**src/rtl/serial_rx_pkg.sv**
```systemverilog
package serial_rx_pkg;
  localparam int unsigned MAX_BITS = 9;
  localparam int unsigned OSR      = 16;

  typedef enum logic [1:0] {LEN7 = 2'd0, LEN8 = 2'd1, LEN9 = 2'd2} char_len_e;

  typedef enum logic [2:0] {
    ST_IDLE, ST_START, ST_DATA, ST_PAR, ST_STOP1, ST_STOP2
  } rx_state_e;

  function automatic logic [3:0] len_bits(input logic [1:0] len);
    case (len)
      LEN7:    return 4'd7;
      LEN8:    return 4'd8;
      default: return 4'd9;
    endcase
  endfunction

  function automatic logic [MAX_BITS-1:0] len_mask(input logic [1:0] len);
    case (len)
      LEN7:    return 9'h07F;
      LEN8:    return 9'h0FF;
      default: return 9'h1FF;
    endcase
  endfunction
endpackage

```
**src/rtl/rx_line_cond.sv**
```systemverilog
module rx_line_cond #(
  parameter int unsigned STAGES = 2
) (
  input  logic clk,
  input  logic rst_n,
  input  logic rxd,
  input  logic invert,
  output logic line
);
  logic [STAGES-1:0] sync_q;

  always_ff @(posedge clk or negedge rst_n) begin
    if (!rst_n) sync_q <= '1;
    else        sync_q <= {sync_q[STAGES-2:0], rxd};
  end

  assign line = sync_q[STAGES-1] ^ invert;
endmodule

```
**src/rtl/rx_framer.sv**
```systemverilog
module rx_framer
  import serial_rx_pkg::*;
#(
  parameter int unsigned OVERSAMPLE = OSR
) (
  input  logic                clk,
  input  logic                rst_n,
  input  logic                tick,
  input  logic                en,
  input  logic                line,
  input  logic [1:0]          len,
  input  logic                par_en,
  input  logic                par_odd,
  input  logic                two_stop,
  output logic                done,
  output logic [MAX_BITS-1:0] raw_data,
  output logic                par_err,
  output logic                frm_err
);
  localparam int unsigned CW   = $clog2(OVERSAMPLE);
  localparam int unsigned HALF = OVERSAMPLE / 2;

  rx_state_e            state;
  logic [CW-1:0]        sub_cnt;
  logic [3:0]           bit_idx;
  logic [MAX_BITS-1:0]  shreg;
  logic                 par_acc;
  logic                 sample_pt;

  assign sample_pt = tick && (sub_cnt == CW'(OVERSAMPLE - 1));

  always_ff @(posedge clk or negedge rst_n) begin
    if (!rst_n) begin
      state   <= ST_IDLE;
      sub_cnt <= '0;
      bit_idx <= '0;
      shreg   <= '0;
      par_acc <= 1'b0;
      done    <= 1'b0;
      par_err <= 1'b0;
      frm_err <= 1'b0;
    end else begin
      done <= 1'b0;
      if (tick && state != ST_IDLE) sub_cnt <= sample_pt ? '0 : sub_cnt + 1'b1;
      if (!en) begin
        state <= ST_IDLE;
      end else begin
        case (state)
          ST_IDLE: if (tick && !line) begin
            state   <= ST_START;
            sub_cnt <= '0;
          end
          ST_START: if (tick && sub_cnt == CW'(HALF - 1)) begin
            sub_cnt <= '0;
            if (!line) begin
              state   <= ST_DATA;
              bit_idx <= '0;
              par_acc <= 1'b0;
              par_err <= 1'b0;
              frm_err <= 1'b0;
            end else begin
              state <= ST_IDLE;
            end
          end
          ST_DATA: if (sample_pt) begin
            shreg   <= {line, shreg[MAX_BITS-1:1]};
            par_acc <= par_acc ^ line;
            bit_idx <= bit_idx + 1'b1;
            if (bit_idx == len_bits(len) - 1'b1) state <= par_en ? ST_PAR : ST_STOP1;
          end
          ST_PAR: if (sample_pt) begin
            par_err <= (par_acc ^ line) != par_odd;
            state   <= ST_STOP1;
          end
          ST_STOP1: if (sample_pt) begin
            frm_err <= !line;
            if (two_stop) state <= ST_STOP2;
            else begin
              state <= ST_IDLE;
              done  <= 1'b1;
            end
          end
          ST_STOP2: if (sample_pt) begin
            frm_err <= frm_err | !line;
            state   <= ST_IDLE;
            done    <= 1'b1;
          end
          default: state <= ST_IDLE;
        endcase
      end
    end
  end

  always_comb begin
    case (len)
      LEN7:    raw_data = {2'b00, shreg[MAX_BITS-1:2]};
      LEN8:    raw_data = {1'b0,  shreg[MAX_BITS-1:1]};
      default: raw_data = shreg;
    endcase
  end
endmodule

```
**src/rtl/rx_holdbuf.sv**
```systemverilog
module rx_holdbuf #(
  parameter int unsigned W = 9
) (
  input  logic         clk,
  input  logic         rst_n,
  input  logic         wr,
  input  logic [W-1:0] wr_data,
  input  logic         wr_fe,
  input  logic         wr_pe,
  input  logic         rd,
  output logic [W-1:0] data,
  output logic         valid,
  output logic         ov,
  output logic         fe,
  output logic         pe,
  output logic         sum,
  output logic         irq
);
  logic ov_new, keep_ov, keep_fe, keep_pe, keep_sum;

  assign ov_new   = wr && valid && !rd;
  assign keep_ov  = ov  && !rd;
  assign keep_fe  = fe  && !rd;
  assign keep_pe  = pe  && !rd;
  assign keep_sum = sum && !rd;

  always_ff @(posedge clk or negedge rst_n) begin
    if (!rst_n) begin
      data  <= '0;
      valid <= 1'b0;
      ov    <= 1'b0;
      fe    <= 1'b0;
      pe    <= 1'b0;
      sum   <= 1'b0;
      irq   <= 1'b0;
    end else begin
      irq <= wr && !ov_new;
      if (wr) data <= wr_data;
      valid <= wr || (valid && !rd);
      ov    <= keep_ov  | ov_new;
      fe    <= keep_fe  | (wr && wr_fe);
      pe    <= keep_pe  | (wr && wr_pe);
      sum   <= keep_sum | ov_new | (wr && (wr_fe || wr_pe));
    end
  end
endmodule

```
**src/rtl/serial_rx_errflag.sv**
```systemverilog
module serial_rx_errflag
  import serial_rx_pkg::*;
(
  input  logic       clk,
  input  logic       rst_n,
  input  logic       tick16,
  input  logic       rx_en,
  input  logic       rxd,
  input  logic [1:0] cfg_len,
  input  logic       cfg_par_en,
  input  logic       cfg_par_odd,
  input  logic       cfg_two_stop,
  input  logic       cfg_rx_invert,
  input  logic       cfg_data_inv,
  input  logic       cfg_sleep,
  input  logic       out_ready,
  output logic       out_valid,
  output logic [8:0] out_data,
  output logic       rx_irq,
  output logic       err_overrun,
  output logic       err_framing,
  output logic       err_parity,
  output logic       err_sum
);
  logic                line, f_done, f_pe, f_fe, accept;
  logic [MAX_BITS-1:0] f_raw, rx_char;

  rx_line_cond #(.STAGES(2)) u_cond (
    .clk(clk), .rst_n(rst_n), .rxd(rxd), .invert(cfg_rx_invert), .line(line)
  );

  rx_framer #(.OVERSAMPLE(OSR)) u_framer (
    .clk(clk), .rst_n(rst_n), .tick(tick16), .en(rx_en), .line(line),
    .len(cfg_len), .par_en(cfg_par_en), .par_odd(cfg_par_odd),
    .two_stop(cfg_two_stop), .done(f_done), .raw_data(f_raw),
    .par_err(f_pe), .frm_err(f_fe)
  );

  assign rx_char = f_raw ^ (cfg_data_inv ? len_mask(cfg_len) : '0);
  assign accept  = f_done && !(cfg_sleep && cfg_len == LEN9 && !rx_char[MAX_BITS-1]);

  rx_holdbuf #(.W(MAX_BITS)) u_buf (
    .clk(clk), .rst_n(rst_n), .wr(accept), .wr_data(rx_char),
    .wr_fe(f_fe), .wr_pe(f_pe), .rd(out_valid && out_ready),
    .data(out_data), .valid(out_valid), .ov(err_overrun), .fe(err_framing),
    .pe(err_parity), .sum(err_sum), .irq(rx_irq)
  );
endmodule

```
**config.mk**
```make
export PLATFORM = sky130hd
export DESIGN_NAME = serial_rx_errflag
export DESIGN_NICKNAME = d
export VERILOG_FILES = /design/src/rtl/serial_rx_pkg.sv /design/src/rtl/rx_line_cond.sv /design/src/rtl/rx_framer.sv /design/src/rtl/rx_holdbuf.sv /design/src/rtl/serial_rx_errflag.sv
export SDC_FILE = /design/constraint.sdc
export NUM_CORES = 1
export LEC_CHECK = 0
export CAP_MARGIN = 20
export CORE_UTILIZATION = 43
export CTS_BUF_LIST = sky130_fd_sc_hd__clkbuf_8 sky130_fd_sc_hd__clkbuf_16
export CTS_CLUSTER_DIAMETER = 60
export DETAILED_ROUTE_END_ITERATION = 16
export RECOVER_POWER = 100
export SYNTH_ARGS = -nofsm -noshare
export SYNTH_HDL_FRONTEND = slang
export SYNTH_SLANG_ARGS = --single-unit
```
**constraint.sdc**
```tcl
create_clock -name clk -period 2.25 [get_ports clk]
set_input_delay 0.45 -clock clk [delete_from_list [all_inputs] [get_ports clk]]
set_output_delay 0.45 -clock clk [all_outputs]
set_load 0.03 [all_outputs]
```
**Word level (Yosys, flattened, before mapping)**

Index checks and enable logic that the tools add are counted.

- Bits in registers: 41
- Bits in latches: 0
- RAM bits: 0
- Bits in read-only memories: 0
- Input port bits: 14
- Output and inout bits: 15
- Word-level logic and storage cells: 132
- Memories: 0

- Add/sub/neg operators: 3
- Multipliers: 0
- Divide/modulo/power cells: 0
- Order comparisons: 0
- Equality and inequality tests: 24
- Shift-type cells: 0
- Muxes and demuxes: 43
- Bitwise gates (word level): 9
- Reduce and logical (&&, ||, !) cells: 37

Operators by type and width:

| operator | number |
|---|---|
| two-way mux 4 bit | 11 |
| case mux 9 bit (2 select lines) | 2 |
| two-way mux 3 bit | 10 |
| case mux 4 bit (2 select lines) | 3 |
| inequality test 3 x 2 -> 1 bit (second input constant) | 7 |
| logical AND 1 bit | 19 |
| case mux 3 bit (6 select lines) | 1 |
| two-way mux 1 bit | 10 |
| inequality test 2 x 1 -> 1 bit (second input constant) | 5 |
| AND reduction 5 bit | 2 |
| two-way mux 9 bit | 1 |
| bitwise XOR 9 bit | 1 |
| adder 4 x 1 -> 4 bit (second input constant) | 2 |
| AND reduction 7 bit | 1 |
| equality test 3 x 2 -> 1 bit (second input constant) | 2 |
| equality test 3 bit (second input constant) | 2 |
| bitwise OR 1 bit | 6 |
| case mux 1 bit (2 select lines) | 3 |
| AND reduction 6 bit | 1 |
| nonzero test 3 bit | 2 |
| logical NOT 1 bit | 5 |
| equality test 4 x 3 -> 1 bit (second input constant) | 1 |
| equality test 4 bit | 1 |
| equality test 4 bit (second input constant) | 1 |
| 14 further kinds | 17 |

**Logic depth before layout (Yosys ltp)**

Gate-level depths: netlist of run 1.

- Depth in word-level cells: 12
- Mapped depth: 8

**By module**

From an unflattened synthesis of run 1, not the netlist that was laid out.

- Cell total of the unflattened synthesis: 248
- Area, all modules: 2352.3 µm²

Modules (own cells, without submodules):

| module | times used | cells each | area an instance (µm²) |
|---|---|---|---|
| rx_framer | 1 | 192 | 1581.5 |
| rx_holdbuf | 1 | 37 | 583.1 |
| serial_rx_errflag | 1 | 16 | 126.4 |
| rx_line_cond | 1 | 3 | 61.3 |

**Worst setup path before layout of run 1**

OpenSTA, ideal clock, no wires.

- Kind: input-to-reg
- From: in cfg_len[0]
- To: reg u_framer.state[1]
- Library setup time: 123 ps
- Arrival time: 2003 ps
- Data required time: 2127 ps
- Slack: 125 ps
- Cell stages on the path: 8
- Path buffers: 1
- Cells stage by stage: buf_2 -> or2_2 -> ha_1 -> nor2b_1 -> a21oi_1 -> or3_1 -> a31o_2 -> mux2i_1

- Longest elaborated chain between the ends: 9
- Elaborated cells between the ends (all ways): 10
- Those cells by class: 1 x add/sub; 3 x eq/ne; 4 x mux; 2 x reduce/logical

RTL lines:

| what | line | RTL |
|---|---|---|
| start, declared | serial_rx_errflag.sv:9 | `input logic [1:0] cfg_len,` |
| equality test 2 x 1 -> 1 bit / logical NOT 2 bit (equally long branches) | serial_rx_pkg.sv:12 | `case (len)` |
| case mux 4 bit (2 select lines) * | serial_rx_pkg.sv:12 |  |
| two-way mux 4 bit * | rx_framer.sv:65 | `ST_DATA: if (sample_pt) begin` |
| two-way mux 4 bit * | rx_framer.sv:48 | `case (state)` |
| two-way mux 4 bit * | rx_framer.sv:45 | `if (!en) begin` |
| subtractor 4 x 1 -> 4 bit * | rx_framer.sv:69 | `if (bit_idx == len_bits(len) - 1'b1) state <= par_en ? ST_PAR : ST_STOP1;` |
| equality test 4 bit * | rx_framer.sv:69 |  |
| inequality test 3 x 2 -> 1 bit (no source line) * | - |  |
| AND reduction 7 bit (no source line) * | - |  |
| end signal, assigned | rx_framer.sv:69 |  |
| end, declared | rx_framer.sv:23 | `rx_state_e state;` |

Every way passes the cells marked *; elsewhere a longest branch is shown, timed or not. The select of a mux whose other input is x is not followed.
A chain may end at the register's enable or synchronous reset.

**Worst setup path in the final report of run 1**

- From: in cfg_len[1]
- To: reg u_framer.state[1]

The elaborated chain is that of the path after synthesis.

==> metrics, run 1 <==
drt via density=5.271; WL final=4486 um; area delta synth->final=26.70%; Tot Pwr=1.711 mW; Final Non-Filler Cells=336; Clock transition at path regs=80 ps; Die W=73.34 um; Setup crit end kind=flop; CP max-delay cell=clkdlybuf4s50_1; post-DP HPWL=3352 um; Crit path buffers/inverters=1; maxcap violations=0; Min Clock Period, post-route=2151 ps; CTS root buf=clkbuf_8; DIE HEIGHT=73.34 um; clock sinks=41; Slew HR=0.3297; PwrDens=617.0 nW/um^2; sequential fraction of the synthesis area=0.4700; Worst Skew=5.688 ps; Crit path largest cell delay=450 ps; final setup fails=0; die area=5379 um^2; Clock Path Buffers=2; vias in the first global route=1669; Fill cells=453; post-layout util=0.5756; synthesized area per cell=9.813 um^2; Global Route Usage Sum=0.1888; Post-Synthesis Cells=223; Post-DRT Antenna Nets=0; diodes inserted=0; Slew Viols, Final=0; GR Overflow Total=0; Crit path max-delay family=simple AND/OR/NAND/NOR gates; Routed WL per cell=13.35 um; critical path arrival=2330 ps; crit-path cells=clkdlybuf4s50_1, or2_2, ha_4, nor2b_1, a21oi_1, or3_1, a31o_2, mux2i_1; I/O pin cnt=29; Top FF cell, synth=dfrtp_1; synth warn=0; Initial DRC Count=81; pin count of the biggest net entering global routing=42; CTS tree=done; TritonRoute pass-1 iters=4; dpl cells=328; Yosys reg bits=41; CP max FO=5; postcts setup bufs=0; via count=1771; Post-synth ARST share=1.000; Mapped Nets=240; synth unique cells=48; max frequency=465.0 MHz; maximum vdd drop=0.0003999 V; Port Buf Inserts=28; Fin. Hold Viols=0; starting density of the core=0.4543; share of cells above drive strength 1=0.1896; Synth Cell Area=2188 um^2; leakage=1.260 nW; critical path required time=2430 ps; HP Class=reg -> reg; Clk Latency, worst-skew pair=290 ps; number of synthesized flops with an enable pin=0; H-Tree Depth=2; Resized cells post-CTS=2; critical setup path kind=in -> reg; first-pass GRT wire length=7748 um; Final nets=285; crit path launch type=input pin; core box area=4817 um^2; CTS Hold Buffers Added=0; Tightest Pin Transition=1005 ps; # DRC=0; initial antenna violation count=0; outcome=finished clean; Setup TNS=0 ps; Site Rows=25; Tcrit/Tclk final=0.9559; Placer Congestion=0.9215; CTS buffer count=5
==> metal layers <==
layer	wire, um	part of all wire	vias to the layer above	GRT usage
met4	80	0.018	0	0.08974
li1	-	-	894	-
met5	0	0	-	0
met3	148	0.033	7	0.03841
met2	1987	0.44	36	0.2737
met1	2269	0.51	834	0.2686
==> flip-flops by register name (all words and copies together) (netlist names) <==
signal / count
u_framer.shreg: 9
u_buf.sum: 1
u_framer.par_err: 1
u_framer.bit_idx: 4
u_framer.state: 3
u_buf.fe: 1
u_cond.sync_q: 2
u_framer.done: 1
u_buf.irq: 1
u_framer.frm_err: 1
u_framer.par_acc: 1
u_buf.valid: 1
u_buf.ov: 1
u_buf.data: 9
u_framer.sub_cnt: 4
u_buf.pe: 1
==> cell type report <==
type | count | area, um^2 | area share
Sequential cell | 41 | 1028 | 0.3709
Timing Repair Buffer | 47 | 411.6 | 0.1485
Multi-Input combinational cell | 166 | 1106 | 0.3989
Clock inverter | 2 | 33.78 | 0.01218
Inverter | 7 | 26.28 | 0.009477
Tap cell | 67 | 83.83 | 0.03023
Clock buffer | 6 | 82.58 | 0.02978
==> power by group <==
part | leakage (nW) | switching, mW | total [mW] | internal [mW]
Clock | 0.0626 | 0.250 | 0.607 | 0.357
Combinational | 0.639 | 0.164 | 0.301 | 0.137
Sequential | 0.559 | 0.0401 | 0.803 | 0.763
Total | 1.26 | 0.454 | 1.71 | 1.26
==> logic make-up after synthesis <==
logic type,count (synthesis),synth area share
compound gates,61,0.1790
flops,41,0.4700
fa+ha+maj,3,0.01715
xor+xnor,15,0.06003
buf+inv,16,0.03144
mux,17,0.08691
simple gates,70,0.1555
==> cells in the final DEF (no fill, tap or decap), types with 2 or more instances in the layout <==
cell type and n:
dfstp_2 2, clkbuf_2 2, dfrtp_1 39, clkbuf_8 6, or3_1 2, xor2_1 10
a22oi_1 7, nand2_1 30, a31oi_1 2, buf_4 16, nand2b_1 2, nor2_1 11
nand4_1 4, a22o_1 3, ha_1 2, inv_1 8, mux2_2 16, o21a_1 2
dlygate4sd3_1 17, nor3_1 4, clkdlybuf4s50_1 9, nor2b_1 3, and3_1 5, o21ai_0 19
a21oi_1 14, xnor2_1 5
==> stage by stage <==
stage          cell area [um^2]  setup slack (ps)  hold WS [ps]
6_report                   2773             99.23         356.9
5_1_grt                    2773            -1.309         359.8
4_1_cts                    2778             64.75         224.2
3_5_place_dp               2660            -377.5         347.9
3_3_place_gp               2660            -311.3         346.7
2_1_floorplan              2188             124.8         154.4
==> final timing paths <==
check                                    start             endpoint  slack [ps]  cells after the start
max reg2reg                u_framer.sub_cnt[0]    u_framer.shreg[5]         250                      6
max                                 cfg_len[1]    u_framer.state[1]         100                      8
min reg2reg                   u_cond.sync_q[0]     u_cond.sync_q[1]         360                      0
min                           u_cond.sync_q[0]     u_cond.sync_q[1]         360                      0
max in group asynchronous                rst_n     u_framer.par_acc        1230                      2
min in group asynchronous                rst_n  u_framer.sub_cnt[1]         400                      2
==> worst register-to-register path, cell delays in order, from the launching register on <==
cell,delay [ps]
dfrtp_1,410
ha_1,290
nand4_1,200
nor2_1,170
and3_1,180
clkbuf_2,270
mux2_2,370
==> cells in the mapped netlist (2+ instances only) <==
| cell type | count | area (um^2) |
|---|---|---|
| dfrtp_1 | 39 | 975.9 |
| nand2_1 | 30 | 112.6 |
| o21ai_0 | 20 | 100.1 |
| mux2_2 | 16 | 180.2 |
| a21oi_1 | 14 | 70.07 |
| nor2_1 | 11 | 41.29 |
| xor2_1 | 10 | 87.58 |
| a22oi_1 | 7 | 52.55 |
| inv_1 | 7 | 26.28 |
| and3_1 | 5 | 31.28 |
| xnor2_1 | 5 | 43.79 |
| clkbuf_1 | 4 | 15.01 |
| nand4_1 | 4 | 25.02 |
| nor3_1 | 4 | 20.02 |
| a22o_1 | 3 | 26.28 |
| buf_2 | 3 | 15.01 |
| ha_1 | 3 | 37.54 |
| nor2b_1 | 3 | 18.77 |
| a31oi_1 | 2 | 12.51 |
| dfstp_2 | 2 | 52.55 |
| nand2b_1 | 2 | 12.51 |
| o21a_1 | 2 | 15.01 |
| or3_1 | 2 | 12.51 |
No activity file was read; power rests on OpenSTA's default activity.
==> run 2: changes to the inputs <==
- CAP_MARGIN: 20 -> 40
- DONT_BUFFER_PORTS: unset -> 1
==> run 2 against run 1 <==
  * Cell count decreased by 13%
  * Clock skew grew 0.64 ps
  * Clock-buffer cell count fell by 1
  * First-iteration DRC count decreased by 7.4%
  * Maximum frequency is 7.5% higher
  * Highest routed layer unchanged
  * Critical path type is now reg -> reg
  * Critical path depth down 2
  * Die area is the same
==> metrics, run 2 (same netlist as run 1, synthesis figures left out) <==
outcome=finished clean; r2r worst-path depth=6; Top Registers=u_buf.data x9, u_framer.shreg x9; register area=1028 um^2; first-pass GRT wire length=7196 um; maximum vdd drop=0.0002756 V; CTS tree=done; Routed WL per cell=14.52 um; # DRC=0; Fill cells=480; critical path arrival=2220 ps; HP Class=in -> reg; clock sinks=41; TritonRoute pass-1 iters=4; diodes inserted=0; critical setup path kind=reg -> reg; commonest non-fill, non-tap cell in the layout=dfrtp_1; Final nets=242; Tot Pwr=1.469 mW; Clk Latency, worst-skew pair=290 ps; via count=1624; Fin. Hold Viols=0; H-Tree Depth=2; post-DP HPWL=3040 um; leakage=1.009 nW; most frequent cells in the layout=39 x dfrtp_1, 30 x nand2_1, 20 x o21ai_0; PwrDens=632.0 nW/um^2; Worst Skew=6.326 ps; WL final=4225 um; postcts setup bufs=0; Worst R2R Start=u_framer.sub_cnt[0]; dpl cells=284; die area=5379 um^2; Slew Viols, Final=0; crit path launch type=flop; post-layout util=0.4823; fin area=2323 um^2; Site Rows=25; Hold Path Depth=0; area of the multi-input gates=1091 um^2; Placer Congestion=0.8310; Resized cells post-CTS=0; Initial DRC Count=75; CP max FO=6; final setup fails=0; Final Non-Filler Cells=291; CTS buffer count=5; maxcap violations=0; Setup TNS=0 ps; Min-Delay Startpoint=rxd; max frequency=499.9 MHz; Tcrit/Tclk final=0.8890; Setup crit end kind=flop; CTS Hold Buffers Added=1; Global Route Usage Sum=0.1772; placed instance area=2252 um^2; Port Buf Inserts=0; Die W=73.34 um; RSZ-0062 raised after global routing=no; core box area=4817 um^2; drt via density=5.581; initial antenna violation count=0; starting density of the core=0.4543; Post-DRT Antenna Nets=0; pin count of the biggest net entering global routing=42; vias in the first global route=1451; DIE HEIGHT=73.34 um; area delta synth->final=6.175%; Setup crit start=u_framer.sub_cnt[0]; share of cells above drive strength 1=0.1384; critical path required time=2470 ps; Tightest Pin Transition=992.8 ps; GR Overflow Total=0; I/O pin cnt=29; Slew HR=0.3382; Min Clock Period, post-route=2000 ps; CTS root buf=clkbuf_8; Clock transition at path regs=80 ps; Clock Path Buffers=2
-- run 2: cell types whose count changed in the layout (fill, tap and decap cells not counted), moves of 2 or more --
cell / before / now
clkdlybuf4s50_1: 9 / 0
clkbuf_1: 0 / 2
buf_4: 16 / 1
dlygate4sd3_1: 17 / 0
-- run 2: per-layer routing --
metal,part of all wire,track usage,wire (um),up-vias
met3,0.044,0.05624,188,6
met5,0,0,0,-
met4,0.012,0.05556,50,0
li1,-,-,-,807
met1,0.50,0.2561,2098,773
met2,0.45,0.2510,1888,38
-- run 2: report_power, final --
part | switching, mW | internal, mW
combinational | 0.139 | 0.0870
clock | 0.233 | 0.204
sequential | 0.0431 | 0.763
-- run 2: worst paths after layout --
check,end,slack (ps)
hold / removal,u_cond.sync_q[0],150
setup reg to reg,u_framer.state[1],250
max in group asynchronous,u_buf.data[0],1330
setup / recovery,u_framer.state[1],250
min in group asynchronous,u_framer.sub_cnt[2],310
hold reg to reg,u_cond.sync_q[1],360
-- run 2: cell type report --
| cell class | count | share of cell area |
|---|---|---|
| Clock buffer | 5 | 0.02962 |
| Clock inverter | 1 | 0.002154 |
| Inverter | 7 | 0.01131 |
| Multi-Input combinational cell | 166 | 0.4696 |
| Sequential cell | 41 | 0.4427 |
| Tap cell | 67 | 0.03608 |
| Timing Repair Buffer | 4 | 0.008616 |
-- run 2: critical path, cell delays in order, from the launching register on --
cell	delay, ps
dfrtp_1	430
ha_1	290
nand4b_1	210
a21oi_1	110
o311ai_0	500
a31o_2	220
mux2i_1	170
-- run 2: per-stage QoR --
stage | hold WS [ps] | worst slack [ps]
after floorplan | 154.4 | 124.8
after global placement | 155.4 | 219.5
after detailed placement | 155.6 | 151.9
after CTS | 1.955 | 271.6
after global routing | 130.6 | 63.41
final | 148.7 | 249.7
==> run 3: changes to the inputs <==
==> constraint.sdc (replaced) <==
create_clock -name clk -period 2.25 [get_ports clk]
set_input_delay 0.675 -clock clk [delete_from_list [all_inputs] [get_ports clk]]
set_output_delay 0.675 -clock clk [all_outputs]
set_load 0.03 [all_outputs]
==> run 3 against run 2 <==
  * Combinational power decreased by 7%
  * Design area grew 3.1%
  * Total power up 19%
  * Flip-flop and latch count stayed put
  * Maximum frequency is 0.72% higher
  * Die area unchanged
  * Wire length fell by 0.52%
  * Critical path depth did not move
  * Sequential power is essentially flat
  * Worst hold slack got worse by 98 ps
  * Sequential share of layout area down 1.3 points
  * Global-route usage down 0.33 points
==> metrics, run 3 (same netlist as run 1, synthesis figures left out) <==
r2r worst-path depth=6; RSZ-0062 raised after global routing=no; drt via density=5.491; Port Buf Inserts=0; most frequent cells in the layout=39 x dfrtp_1, 30 x nand2_1, 20 x o21ai_0; starting density of the core=0.4543; vias in the first global route=1514; Fill cells=466; leakage=1.043 nW; Slew Viols, Final=0; post-DP HPWL=2990 um; # DRC=0; Die W=73.34 um; Slew HR=0.6750; initial antenna violation count=0; PwrDens=727.5 nW/um^2; GR Overflow Total=0; DIE HEIGHT=73.34 um; clock sinks=41; Placer Congestion=0.8687; Worst Skew=9.442 ps; Site Rows=25; maximum vdd drop=0.0003794 V; DP Worst Slack=24.60 ps; Clock Path Buffers=2; CTS tree=done; CTS root buf=clkbuf_8; Clock transition at path regs=90 ps; Resized cells post-CTS=0; placed instance area=2275 um^2; CTS buffer count=5; critical path arrival=2210 ps; diodes inserted=0; outcome=finished clean; r2r setup slk=260 ps; Top Registers=u_buf.data x9, u_framer.shreg x9; maxcap violations=0; register area=1028 um^2; postcts setup bufs=0; Global Route Usage Sum=0.1739; area of the multi-input gates=1094 um^2; Tcrit/Tclk final=0.8827; share of cells above drive strength 1=0.1504; commonest non-fill, non-tap cell in the layout=dfrtp_1; critical setup path kind=reg -> reg; Routed WL per cell=14.34 um; I/O pin cnt=29; HP Class=in -> async; via count=1609; Final nets=242; first-pass GRT wire length=7093 um; max frequency=503.5 MHz; area delta synth->final=9.491%; core box area=4817 um^2; pin count of the biggest net entering global routing=42; setup ws final=264.0 ps; final setup fails=0; Initial DRC Count=64; Worst R2R Start=u_framer.sub_cnt[0]; CP max FO=6; Min Clock Period, post-route=1986 ps; Setup TNS=0 ps; Fin. Hold Viols=0; Tightest Pin Transition=483.0 ps; die area=5379 um^2; critical path required time=2470 ps; fin area=2396 um^2; crit path launch type=flop; TritonRoute pass-1 iters=4; CTS Hold Buffers Added=0; Post-DRT Antenna Nets=0; Setup crit end kind=flop; worst reg2reg path endpoint=u_framer.state[1]; H-Tree Depth=2; WL final=4203 um; hold slack=50.43 ps; Clk Latency, worst-skew pair=310 ps
-- run 3: stage by stage --
| step | std cells | util | power [mW] |
|---|---|---|---|
| finish | 293 | 0.4974 | 1.743 |
| global route | 293 | 0.4974 | 1.825 |
| CTS | 293 | 0.5008 | 1.761 |
| detailed placement | 285 | 0.4722 | 1.036 |
| global placement | 285 | 0.4722 | 1.037 |
| floorplan | 223 | - | 0.9990 |
-- run 3: layout make-up --
| class | instances | area share |
|---|---|---|
| clock buffers | 5 | 0.02872 |
| clock inverters | 3 | 0.02872 |
| inverters | 7 | 0.01097 |
| multi-input cells | 166 | 0.4564 |
| flip-flops and latches | 41 | 0.4292 |
| well taps | 67 | 0.03499 |
| repair buffers | 4 | 0.01097 |
-- run 3: worst max-delay path: stages (launching register included) --
cell and delay, ps:
dfrtp_1 430, ha_1 290, nand4b_1 200, a21oi_1 110
o311ai_0 470, a31o_2 210, mux2i_1 180
-- run 3: power breakdown --
part | switching, mW | internal [mW]
logic | 0.123 | 0.0882
registers | 0.0451 | 0.763
clock network | 0.278 | 0.447
-- run 3: worst max path at each step --
stage / to / slack [ps] / cells past startpoint / startpoint
after floorplan: u_framer.state[1] / 20 / 8 / cfg_len[0]
after global placement: u_framer.state[1] / 40 / 7 / cfg_len[0]
after detailed placement: u_framer.state[1] / 20 / 7 / cfg_len[0]
after CTS: u_framer.state[1] / 280 / 6 / u_framer.sub_cnt[0]
after global routing: u_buf.data[4] / 80 / 8 / cfg_len[0]
final: u_framer.state[1] / 260 / 6 / u_framer.sub_cnt[0]
-- run 3: per-layer routing --
layer	routed length, um	track usage	vias to the layer above
met5	0	0	-
met4	104	0.07906	0
met3	235	0.05761	12
met2	1791	0.2438	39
met1	2072	0.2422	748
li1	-	-	810
